`src/rtl/press_counter_pkg.sv`:
```
package press_counter_pkg;
   typedef enum logic [1:0] {
      STEP_NONE = 2'd0,
      STEP_INC  = 2'd1,
      STEP_DEC  = 2'd2
   } step_t;

   localparam int BTN_UP = 0;
   localparam int BTN_DN = 1;
   localparam int NUM_BTN = 2;
endpackage

```
`src/rtl/pc_sync.sv`:
```
module pc_sync #(
   parameter int STAGES = 2
) (
   input  logic clk,
   input  logic rst,
   input  logic d,
   output logic q
);
   generate
      if (STAGES < 2) begin : g_bad_stages
         $error("pc_sync: STAGES must be at least 2");
      end
   endgenerate

   logic [STAGES-1:0] chain;

   always_ff @(posedge clk) begin
      if (rst) chain <= '0;
      else     chain <= {chain[STAGES-2:0], d};
   end

   assign q = chain[STAGES-1];
endmodule

```
`src/rtl/pc_debounce.sv`:
```
module pc_debounce #(
   parameter int HOLD = 8
) (
   input  logic clk,
   input  logic rst,
   input  logic din,
   output logic level
);
   generate
      if (HOLD < 2) begin : g_bad_hold
         $error("pc_debounce: HOLD must be at least 2");
      end
   endgenerate

   localparam int CW = (HOLD < 2) ? 1 : $clog2(HOLD);
   localparam logic [CW-1:0] LAST = CW'(HOLD - 1);

   logic [CW-1:0] cnt;

   always_ff @(posedge clk) begin
      if (rst) begin
         level <= 1'b0;
         cnt   <= '0;
      end else if (din == level) begin
         cnt <= '0;
      end else if (cnt == LAST) begin
         level <= din;
         cnt   <= '0;
      end else begin
         cnt <= cnt + 1'b1;
      end
   end


   cnt_range_chk: assert property (@(posedge clk) disable iff (rst)
      cnt <= LAST);


   level_follow_chk: assert property (@(posedge clk) disable iff (rst)
      !$stable(level) |-> (level == $past(din)) && ($past(din) != $past(level)));
endmodule

```
`src/rtl/pc_edge_step.sv`:
```
module pc_edge_step
   import press_counter_pkg::*;
(
   input  logic  clk,
   input  logic  rst,
   input  logic  up_lvl,
   input  logic  dn_lvl,
   output step_t step
);
   logic up_prev, dn_prev;

   always_ff @(posedge clk) begin
      if (rst) begin
         up_prev <= 1'b0;
         dn_prev <= 1'b0;
      end else begin
         up_prev <= up_lvl;
         dn_prev <= dn_lvl;
      end
   end

   always_comb begin
      case ({dn_prev, dn_lvl, up_prev, up_lvl})
         4'b0001: step = STEP_INC;
         4'b0100: step = STEP_DEC;
         default: step = STEP_NONE;
      endcase
   end


   inc_single_chk: assert property (@(posedge clk) disable iff (rst)
      step == STEP_INC |=> step != STEP_INC);


   dec_single_chk: assert property (@(posedge clk) disable iff (rst)
      step == STEP_DEC |=> step != STEP_DEC);
endmodule

```
`src/rtl/press_counter.sv`:
```
module press_counter
   import press_counter_pkg::*;
#(
   parameter int COUNT_W         = 8,
   parameter int SYNC_STAGES     = 2,
   parameter int DEBOUNCE_CYCLES = 1_000_000
) (
   input  logic               clk,
   input  logic               rst,
   input  logic               btn_up_raw,
   input  logic               btn_dn_raw,
   output logic [COUNT_W-1:0] led
);
   generate
      if (COUNT_W < 1) begin : g_bad_width
         $error("press_counter: COUNT_W must be positive");
      end
   endgenerate

   logic [NUM_BTN-1:0] raw_vec;
   logic [NUM_BTN-1:0] sync_vec;
   logic [NUM_BTN-1:0] lvl_vec;
   step_t              step;

   assign raw_vec[BTN_UP] = btn_up_raw;
   assign raw_vec[BTN_DN] = btn_dn_raw;

   generate
      for (genvar b = 0; b < NUM_BTN; b++) begin : g_btn
         pc_sync #(.STAGES(SYNC_STAGES)) u_sync (
            .clk (clk),
            .rst (rst),
            .d   (raw_vec[b]),
            .q   (sync_vec[b])
         );
         pc_debounce #(.HOLD(DEBOUNCE_CYCLES)) u_deb (
            .clk   (clk),
            .rst   (rst),
            .din   (sync_vec[b]),
            .level (lvl_vec[b])
         );
      end
   endgenerate

   pc_edge_step u_step (
      .clk    (clk),
      .rst    (rst),
      .up_lvl (lvl_vec[BTN_UP]),
      .dn_lvl (lvl_vec[BTN_DN]),
      .step   (step)
   );

   always_ff @(posedge clk) begin
      if (rst) begin
         led <= '0;
      end else begin
         case (step)
            STEP_INC: led <= led + 1'b1;
            STEP_DEC: led <= led - 1'b1;
            default:  led <= led;
         endcase
      end
   end


   step_size_chk: assert property (@(posedge clk) disable iff (rst)
      !$stable(led) |-> (led == $past(led) + 1'b1) || (led == $past(led) - 1'b1));


   both_held_chk: assert property (@(posedge clk) disable iff (rst)
      $past(lvl_vec[BTN_UP] && lvl_vec[BTN_DN]) |-> $stable(led));
endmodule

```
`config.mk`:
```
export PLATFORM = sky130hd
export DESIGN_NAME = press_counter
export DESIGN_NICKNAME = d
export VERILOG_FILES = /design/src/rtl/press_counter_pkg.sv /design/src/rtl/pc_sync.sv /design/src/rtl/pc_debounce.sv /design/src/rtl/pc_edge_step.sv /design/src/rtl/press_counter.sv
export SDC_FILE = /design/constraint.sdc
export NUM_CORES = 1
export LEC_CHECK = 0
export BUFFER_PORTS_ARGS = -buffer_cell sky130_fd_sc_hd__buf_2
export CELL_PAD_IN_SITES_DETAIL_PLACEMENT = 2
export CELL_PAD_IN_SITES_GLOBAL_PLACEMENT = 2
export CORE_MARGIN = 2
export CORE_UTILIZATION = 25
export CTS_CLUSTER_SIZE = 30
export DETAILED_ROUTE_END_ITERATION = 12
export PLACE_DENSITY = 0.66
export SLEW_MARGIN = 20
export SYNTH_ARGS = -nofsm -noshare
export SYNTH_HDL_FRONTEND = slang
export SYNTH_SLANG_ARGS = --single-unit
```
`constraint.sdc`:
```
create_clock -name clk -period 7.6 [get_ports clk]
set_input_delay 1.14 -clock clk [delete_from_list [all_inputs] [get_ports clk]]
set_output_delay 1.14 -clock clk [all_outputs]
set_load 0.02 [all_outputs]
```
==> results of run 1 <==
sequential cells by signal, summed over array words and instances, names as in the netlist:
| register | cells |
|---|---|
| g_btn.u_deb.level | 2 |
| g_btn.u_deb.cnt | 40 |
| u_step.up_prev | 1 |
| u_step.dn_prev | 1 |
| led | 8 |
| g_btn.u_sync.chain | 4 |
cells in the final DEF, fill, tap and decap left out, types with 2 or more instances in the layout:
master    instances
buf_2            11
nand4_1           4
nor4_2            2
nand2_1          15
xor2_1           23
nor2_1           61
and2_1            3
and3_1            7
inv_1             7
a21oi_1           6
mux2i_1           4
a21boi_0          2
nor3_2            4
dfxtp_1          56
or3_1             5
nand2b_1          3
xnor2_1          19
ha_1              5
o21ai_0           5
nor2b_1          10
nand3_1          18
nor3_1            6
or4_4             2
and4_1            2
clkbuf_8          5
nor4b_1           3
area by class of cell:
cell class	instances	area, sq um
Clock buffer	5	68.8
Clock inverter	3	46.3
Fill cell	1269	7740
Inverter	7	26.3
Multi-Input combinational cell	234	1510
Sequential cell	56	1120
Tap cell	140	175
Timing Repair Buffer	11	55.1
cells by family after synthesis:
logic type                 share of synthesized area
DFF                                            0.412
and+or+nand+nor                                0.316
adders and majority gates                     0.0230
xor gates and xnor gates                       0.135
buffers and inverters                         0.0331
AOI/OAI and AO/OA                             0.0575
muxes                                         0.0230
through the flow:
step                      setup slack, ns  utilization
after detailed placement             4.22        0.269
after floorplan                      4.61            -
after CTS                            4.21        0.279
after global placement               4.42        0.269
after global routing                 3.99        0.279
final                                4.23        0.279
routing by layer:
| layer | global-route usage | wire length, um | up-vias |
|---|---|---|---|
| met5 | 0 | 0 | - |
| met4 | 0.0375 | 95 | 0 |
| met3 | 0.0283 | 129 | 9 |
| met2 | 0.195 | 2920 | 16 |
| met1 | 0.132 | 2780 | 1046 |
| li1 | - | - | 1053 |
final timing paths:
path,startpoint,to,cells after the start
max reg2reg,g_btn[1].u_deb.level,led[4],9
min,g_btn[1].u_sync.chain[0],g_btn[1].u_sync.chain[1],1
max,g_btn[1].u_deb.level,led[4],9
min reg2reg,g_btn[1].u_sync.chain[0],g_btn[1].u_sync.chain[1],1
power by group through the flow:
stage | sequential, mW | clock (mW) | combinational [mW]
6_report | 0.298 | 0.206 | 0.0103
5_1_grt | 0.299 | 0.230 | 0.0119
4_1_cts | 0.298 | 0.218 | 0.0107
3_5_place_dp | 0.305 | 0 | 0.0106
3_3_place_gp | 0.305 | 0 | 0.0106
2_1_floorplan | 0.305 | 0 | 0.00684
==> results.sh, run 1 <==
export IMPL_n_antenna_cell=0
export IMPL_synth_fp_nets=316
export IMPL_dp_hpwl_mm=4.24
export IMPL_ctsHoldBuffers=0
export IMPL_path_class="flip-flop to flip-flop"
export IMPL_post_cts_resized=0
export IMPL_drt_iter0_drc=30
export IMPL_setup_tns_ns=0
export IMPL_cts_tree="done"
export IMPL_clk_pin_slew_worst_paths_ns=0.10
export IMPL_p_int_mw=0.399
export IMPL_fmax_mhz=297
export IMPL_critPathLaunchType="flip-flop"
export IMPL_rsz0062_at_grt="no"
export IMPL_core_area_sq_mm=0.0107
export IMPL_ys_types=54
export IMPL_ant_nets=0
export IMPL_seqPwrFrac=0.580
export IMPL_drc=0
export IMPL_worstPathArrival_ns=3.59
export IMPL_syn_cell_area_sq_mm=0.00272
export IMPL_synthArstFlopShare=0
export IMPL_power_density_mw_per_mm2=171
export IMPL_cts_setup_buffers=0
export IMPL_vias=2124
export IMPL_min_period_over_period=0.443
export IMPL_die_h_um=108
export IMPL_htreeDepth=2
export IMPL_grt_overflow=0
export IMPL_final_cells=456
export IMPL_power_leakage_nw=0.977
export IMPL_ys_ff_latch=56
export IMPL_crit_path_end_kind="flip-flop"
export IMPL_cts_sinks=56
export IMPL_tightest_slew_ns=0.863
export IMPL_syn_avg_cell_area_sq_um=8.86
export IMPL_p_comb_frac=0.020
export IMPL_drive_above_1_share=0.117
export IMPL_worstPathCellList="or4b_2 -> ha_1 -> xor2_1 -> ha_1 -> or3_1 -> a21oi_1 -> o21ai_0 -> a21oi_1 -> mux2_2"
export IMPL_status="finished clean"
export IMPL_r2r_setup_slack_ns=4.23
export IMPL_insertion_delay_ns=0.32
export IMPL_area_delta_synth_final_pct=10.3
export IMPL_path_buf_inv=0
export IMPL_synthFlopType="dfxtp_1"
export IMPL_min_path_type="flip-flop to flip-flop"
export IMPL_cp_slowest_stage_delay_ns=0.70
export IMPL_grt_use_total=0.111
export IMPL_cts_root_buf="clkbuf_8"
export IMPL_start_util=0.253
export IMPL_nNetsFinal=324
export IMPL_seq_area_frac_synth=0.412
export IMPL_dpl_cell_area_sq_mm=0.00289
export IMPL_die_area_sq_mm=0.0117
export IMPL_first_pass_iters=4
export IMPL_grt_max_degree=23
export IMPL_synth_edf_count=0
export IMPL_path_delay_family="simple AND/OR/NAND/NOR gates"
export IMPL_numCtsBuffers=5
export IMPL_power_switching_mw=0.115
export IMPL_fin_hold_ws_ns=0.456
export IMPL_num_rows=38
export IMPL_path_max_fanout=16
export IMPL_ys_top_cells_by_area="dfxtp_1, nor2_1, xor2_1"
export IMPL_grt_pass1_wl_mm=10.4
export IMPL_synth_top_area_frac=0.412
export IMPL_dp_cells=448
export IMPL_max_cap_viol_count=0
export IMPL_gp_routability_congestion=0.707
export IMPL_wirelength_mm=5.92
export IMPL_grt_pass1_vias=2280
export IMPL_slew_headroom=0.420
export IMPL_fin_area_sq_mm=0.00300
export IMPL_post_drt_via_cell_ratio=4.66
export IMPL_min_period_ns=3.37
export IMPL_postSynthCellCount=307
export IMPL_io_pin_count=12
export IMPL_power_mw=0.514
export IMPL_cp_required_ns=7.82
export IMPL_io_buffers=11
export IMPL_synth_common_cells="nor2_1, dfxtp_1, xor2_1"
export IMPL_drv_slew=0
export IMPL_synth_top_cell_by_area="dfxtp_1"
export IMPL_p_sw_frac=0.224
export IMPL_hold_viol_final=0
export IMPL_clkPwrFrac=0.400
export IMPL_ir_worst_vdd_mv=0.0727
export IMPL_report_final_setup_viol=0
export IMPL_fp_dieW_um=108
export IMPL_crit_slowest_cell="or4b_2"
export IMPL_synth_most_common_cell="nor2_1"
export IMPL_cts_buffer_depth=2
export IMPL_ys_warnings_count=0
export IMPL_fin_worst_skew_ns=0.00598
export IMPL_antenna_found_initial=0
export IMPL_wire_per_inst_um=13.0
No activity file was read; power rests on OpenSTA's default activity.
==> run 2, diff against run 1 <==
- clock period: 7.6 -> 3.2 ns (I/O delays scaled with it)
==> results.sh, run 2 (synthesis gave the netlist of run 1 again) <==
export IMPL_status="finished clean"
export IMPL_path_class="flip-flop to flip-flop"
export IMPL_post_drt_via_cell_ratio=4.65
export IMPL_path_buf_inv=0
export IMPL_reg_top3="g_btn.u_deb.cnt x40, led x8, g_btn.u_sync.chain x4"
export IMPL_insertion_delay_ns=0.32
export IMPL_hold_viol_final=0
export IMPL_fp_dieW_um=108
export IMPL_fin_area_sq_mm=0.00301
export IMPL_hp_start="btn_dn_raw"
export IMPL_cts_buffer_depth=2
export IMPL_htreeDepth=2
export IMPL_min_path_type="input port to flip-flop"
export IMPL_dp_hpwl_mm=4.20
export IMPL_r2r_setup_slack_ns=0.25
export IMPL_post_cts_resized=0
export IMPL_path_max_fanout=5
export IMPL_wire_per_inst_um=13.0
export IMPL_fmax_mhz=339
export IMPL_die_h_um=108
export IMPL_start_util=0.253
export IMPL_critPathLaunchType="flip-flop"
export IMPL_nNetsFinal=325
export IMPL_worstPathArrival_ns=3.17
export IMPL_worstPathCellList="or4b_2 -> ha_1 -> xor2_1 -> ha_1 -> or3_1 -> a21oi_1 -> o21ai_0 -> a21oi_1 -> mux2_2"
export IMPL_reg2reg_from="g_btn[1].u_deb.level"
export IMPL_gp_routability_congestion=0.740
export IMPL_cts_setup_buffers=0
export IMPL_path_delay_family="simple AND/OR/NAND/NOR gates"
export IMPL_clk_pin_slew_worst_paths_ns=0.11
export IMPL_drt_iter0_drc=21
export IMPL_numCtsBuffers=5
export IMPL_wirelength_mm=5.94
export IMPL_dpl_worst_slack_ns=0.286
export IMPL_num_rows=38
export IMPL_setup_worst_path_start="g_btn[1].u_deb.level"
export IMPL_cts_root_buf="clkbuf_8"
export IMPL_crit_slowest_cell="or4b_2"
export IMPL_n_antenna_cell=0
export IMPL_tightest_slew_ns=0.863
export IMPL_rsz0062_at_grt="no"
export IMPL_cts_sinks=56
export IMPL_crit_path_end_kind="flip-flop"
export IMPL_slew_headroom=0.420
export IMPL_fillers=1276
export IMPL_io_pin_count=12
export IMPL_max_cap_viol_count=0
export IMPL_drive_above_1_share=0.120
export IMPL_min_period_ns=2.95
export IMPL_final_common_cell="nor2_1"
export IMPL_seq_area_sq_mm=0.00112
export IMPL_ctsHoldBuffers=0
export IMPL_power_density_mw_per_mm2=406
export IMPL_fin_worst_skew_ns=0.0117
export IMPL_drv_slew=0
export IMPL_io_buffers=11
export IMPL_multiInputGateArea_sq_mm=0.00151
export IMPL_regMostFlops="g_btn.u_deb.cnt"
export IMPL_drc=0
export IMPL_vias=2123
export IMPL_cp_slowest_stage_delay_ns=0.70
export IMPL_core_area_sq_mm=0.0107
export IMPL_grt_pass1_vias=2239
export IMPL_setup_tns_ns=0
export IMPL_ant_nets=0
export IMPL_grt_max_degree=23
export IMPL_grt_pass1_wl_mm=10.4
export IMPL_grt_overflow=0
export IMPL_dpl_cell_area_sq_mm=0.00290
export IMPL_area_delta_synth_final_pct=10.6
export IMPL_cp_required_ns=3.43
export IMPL_report_final_setup_viol=0
export IMPL_final_core_util=0.280
export IMPL_antenna_found_initial=0
export IMPL_power_leakage_nw=0.982
export IMPL_layout_setup_ws_ns=0.250
export IMPL_min_period_over_period=0.922
export IMPL_layout_common_cells="nor2_1, dfxtp_1, xor2_1, xnor2_1, nand3_1"
export IMPL_first_pass_iters=3
export IMPL_cts_tree="done"
export IMPL_largest_reg_flops=40
export IMPL_grt_use_total=0.112
export IMPL_ir_worst_vdd_mv=0.179
export IMPL_die_area_sq_mm=0.0117
run 2: stage by stage:
step           std cells  total power, mW  hold WS, ns
6_report             457             1.22        0.371
5_1_grt              457             1.28        0.379
4_1_cts              457             1.25        0.355
3_5_place_dp         449            0.750        0.437
3_3_place_gp         449            0.749        0.436
2_1_floorplan        307            0.741        0.414
run 2: final timing paths:
kind / cells after the start / to
setup reg to reg: 9 / led[4]
hold / removal: 2 / g_btn[1].u_sync.chain[0]
setup / recovery: 9 / led[4]
hold reg to reg: 1 / g_btn[0].u_sync.chain[1]
run 2: layout make-up:
type	instances	share of cell area
repair buffers	12	0.0208
clock inverters	3	0.0154
clock buffers	5	0.0229
multi-input cells	234	0.502
well taps	140	0.0582
inverters	7	0.00873
flip-flops and latches	56	0.372
run 2: per-layer routing:
metal	global-route usage	routed length (um)	vias to the layer above
met5	0	0	-
met4	0.0467	118	0
met1	0.131	2770	1045
li1	-	-	1058
met2	0.198	2920	13
met3	0.0253	128	7
run 2: power by group:
part	internal (mW)	switching, mW
clock	0.236	0.254
combinational	0.00909	0.0159
sequential	0.702	0.00573
run 2: worst register-to-register path: stages, from the launching register on:
cell and delay (ns):
dfxtp_1 0.37, or4b_2 0.70, ha_1 0.26, xor2_1 0.15, ha_1 0.21, or3_1 0.31, a21oi_1 0.23, o21ai_0 0.13
a21oi_1 0.14, mux2_2 0.34
==> run 3, diff against run 2 <==
- CORE_ASPECT_RATIO: not set -> 1.75
- SYNTH_HIERARCHICAL: not set -> 1
- TNS_END_PERCENT: not set -> 5
==> results.sh, run 3 <==
export IMPL_synth_top_cell_by_area="dfxtp_1"
export IMPL_clk_pin_slew_worst_paths_ns=0.08
export IMPL_p_comb_frac=0.012
export IMPL_synth_edf_count=0
export IMPL_dpl_cell_area_sq_mm=0.00301
export IMPL_ys_top_cells_by_area="dfxtp_1, xnor2_1, nor2_1"
export IMPL_yosys_area_share_xor_xnor=0.107
export IMPL_power_leakage_nw=1.03
export IMPL_grt_pass1_wl_mm=12.2
export IMPL_worstPathArrival_ns=2.72
export IMPL_ctsHoldBuffers=0
export IMPL_synthArstFlopShare=0
export IMPL_synth_fp_nets=321
export IMPL_synth_top_area_frac=0.390
export IMPL_ys_types=56
export IMPL_grt_max_degree=24
export IMPL_reg2reg_from="g_btn[1].u_deb/level"
export IMPL_tightest_slew_ns=0.880
export IMPL_rsz0062_at_grt="no"
export IMPL_grt_overflow=0
export IMPL_dp_hpwl_mm=5.07
export IMPL_drive_above_1_share=0.134
export IMPL_hold_viol_final=0
export IMPL_crit_path_end_kind="flip-flop"
export IMPL_nNetsFinal=329
export IMPL_power_density_mw_per_mm2=426
export IMPL_num_rows=51
export IMPL_cp_endpoint="led[4]"
export IMPL_cts_tree="done"
export IMPL_synth_simple_gate_area_share=0.309
export IMPL_synth_common_cells="dfxtp_1, nor2_1, xnor2_1"
export IMPL_dpl_worst_slack_ns=0.675
export IMPL_setup_worst_path_start="g_btn[1].u_deb/level"
export IMPL_grt_use_total=0.120
export IMPL_setup_tns_ns=0
export IMPL_postSynthCellCount=312
export IMPL_max_cap_viol_count=0
export IMPL_final_common_cell="dfxtp_1"
export IMPL_fin_area_sq_mm=0.00318
export IMPL_power_switching_mw=0.283
export IMPL_p_sw_frac=0.209
export IMPL_path_class="flip-flop to flip-flop"
export IMPL_drc=0
export IMPL_min_period_ns=2.52
export IMPL_drv_slew=0
export IMPL_final_cells=453
export IMPL_layout_common_cells="dfxtp_1, nor2_1, xnor2_1, xor2_1, a21oi_1"
export IMPL_syn_avg_cell_area_sq_um=9.21
export IMPL_reg2reg_to="led[4]"
export IMPL_die_area_sq_mm=0.0124
export IMPL_cts_buffer_depth=2
export IMPL_slew_headroom=0.413
export IMPL_core_area_sq_mm=0.0112
export IMPL_synthMuxAreaShare=0.0222
export IMPL_seqPwrFrac=0.517
export IMPL_clkPwrFrac=0.471
export IMPL_post_drt_via_cell_ratio=5.07
export IMPL_wire_per_inst_um=15.5
export IMPL_n_antenna_cell=0
export IMPL_p_int_mw=1.07
export IMPL_first_pass_iters=3
export IMPL_ys_ff_latch=56
export IMPL_cts_sinks=56
export IMPL_fp_dieW_um=85.0
export IMPL_ir_worst_vdd_mv=0.175
export IMPL_drt_iter0_drc=54
export IMPL_fin_worst_skew_ns=0.0104
export IMPL_cp_required_ns=3.40
export IMPL_seq_area_frac_synth=0.390
export IMPL_synth_top_family_by_area="simple AND/OR/NAND/NOR gates"
export IMPL_start_util=0.257
export IMPL_ant_nets=0
export IMPL_min_path_type="input port to flip-flop"
export IMPL_htreeDepth=2
export IMPL_synthAdderAreaFrac=0.0218
export IMPL_synthFlopType="dfxtp_1"
export IMPL_wirelength_mm=7.02
export IMPL_reg_top3="g_btn.u_deb/cnt x40, led x8, g_btn.u_sync/chain x4"
export IMPL_io_pin_count=12
export IMPL_regMostFlops="g_btn.u_deb/cnt"
export IMPL_r2r_setup_slack_ns=0.68
export IMPL_path_max_fanout=7
export IMPL_vias=2295
export IMPL_report_final_setup_viol=0
export IMPL_gp_routability_congestion=0.720
export IMPL_synth_compound_area_share=0.104
export IMPL_post_cts_resized=0
export IMPL_ys_warnings_count=6
export IMPL_insertion_delay_ns=0.30
export IMPL_synth_most_common_cell="dfxtp_1"
export IMPL_critPathLaunchType="flip-flop"
export IMPL_area_delta_synth_final_pct=10.7
export IMPL_die_h_um=146
export IMPL_io_buffers=11
export IMPL_cts_root_buf="clkbuf_16"
export IMPL_largest_reg_flops=40
export IMPL_min_period_over_period=0.788
export IMPL_fmax_mhz=397
export IMPL_numCtsBuffers=5
export IMPL_status="finished clean"
export IMPL_antenna_found_initial=0
export IMPL_cts_setup_buffers=0
export IMPL_layout_setup_ws_ns=0.679
export IMPL_reg2reg_depth=9
export IMPL_dp_cells=445
export IMPL_grt_pass1_vias=2459
export IMPL_syn_cell_area_sq_mm=0.00287
## run 3: final cells by class
cell class / instances / area (sq um)
clock inverter: 3 / 42.5
clock buffer: 5 / 125
multi-input combinational: 233 / 1620
fill: 1263 / 7990
timing repair buffer: 12 / 62.6
sequential: 56 / 1120
inverter: 12 / 45.0
tap: 132 / 165
## run 3: worst min-delay path by stage
stage | start | endpoint | slack (ns) | cells past startpoint
floorplan | g_btn[0].u_sync/chain[0] | g_btn[0].u_sync/chain[1] | 0.41 | 1
global placement | g_btn[1].u_sync/chain[0] | g_btn[1].u_sync/chain[1] | 0.42 | 1
detailed placement | g_btn[0].u_sync/chain[0] | g_btn[0].u_sync/chain[1] | 0.43 | 1
CTS | btn_up_raw | g_btn[0].u_sync/chain[0] | 0.42 | 2
global route | btn_up_raw | g_btn[0].u_sync/chain[0] | 0.42 | 2
finish | btn_up_raw | g_btn[0].u_sync/chain[0] | 0.41 | 2
## run 3: cell families after synthesis
family	count (synthesis)
buffers and inverters	23
xor gates and xnor gates	35
adders and majority gates	5
and+or+nand+nor	142
DFF	56
AOI/OAI and AO/OA	45
muxes	6
## run 3: power groups by stage
stage | Clock, mW | Combinational [mW] | Sequential, mW
global route | 0.685 | 0.0189 | 0.702
global placement | 0 | 0.0166 | 0.718
CTS | 0.664 | 0.0173 | 0.701
detailed placement | 0 | 0.0170 | 0.718
floorplan | 0 | 0.00998 | 0.717
finish | 0.638 | 0.0162 | 0.701
## run 3: through the flow
step / hold slack [ns] / total power, mW / util
after floorplan: 0.414 / 0.727 / -
after global placement: 0.421 / 0.734 / 0.270
after detailed placement: 0.430 / 0.735 / 0.270
after CTS: 0.415 / 1.38 / 0.285
after global routing: 0.417 / 1.41 / 0.285
final: 0.413 / 1.36 / 0.285
## run 3: metal layers
layer	vias up	global-route usage	wire [um]
met4	0	0.0556	178
li1	1130	-	-
met3	11	0.0199	150
met1	1134	0.126	2770
met5	-	0	0
met2	20	0.226	3930
## run 3: worst max-delay path, cell delays in order, from the launching register on
cell and delay (ns):
dfxtp_1 0.41, nor4b_1 0.40, ha_1 0.27, xor2_1 0.16, ha_1 0.30, a21o_1 0.15
a22o_1 0.14, nand2_1 0.07, a31oi_1 0.19, mux2_1 0.33
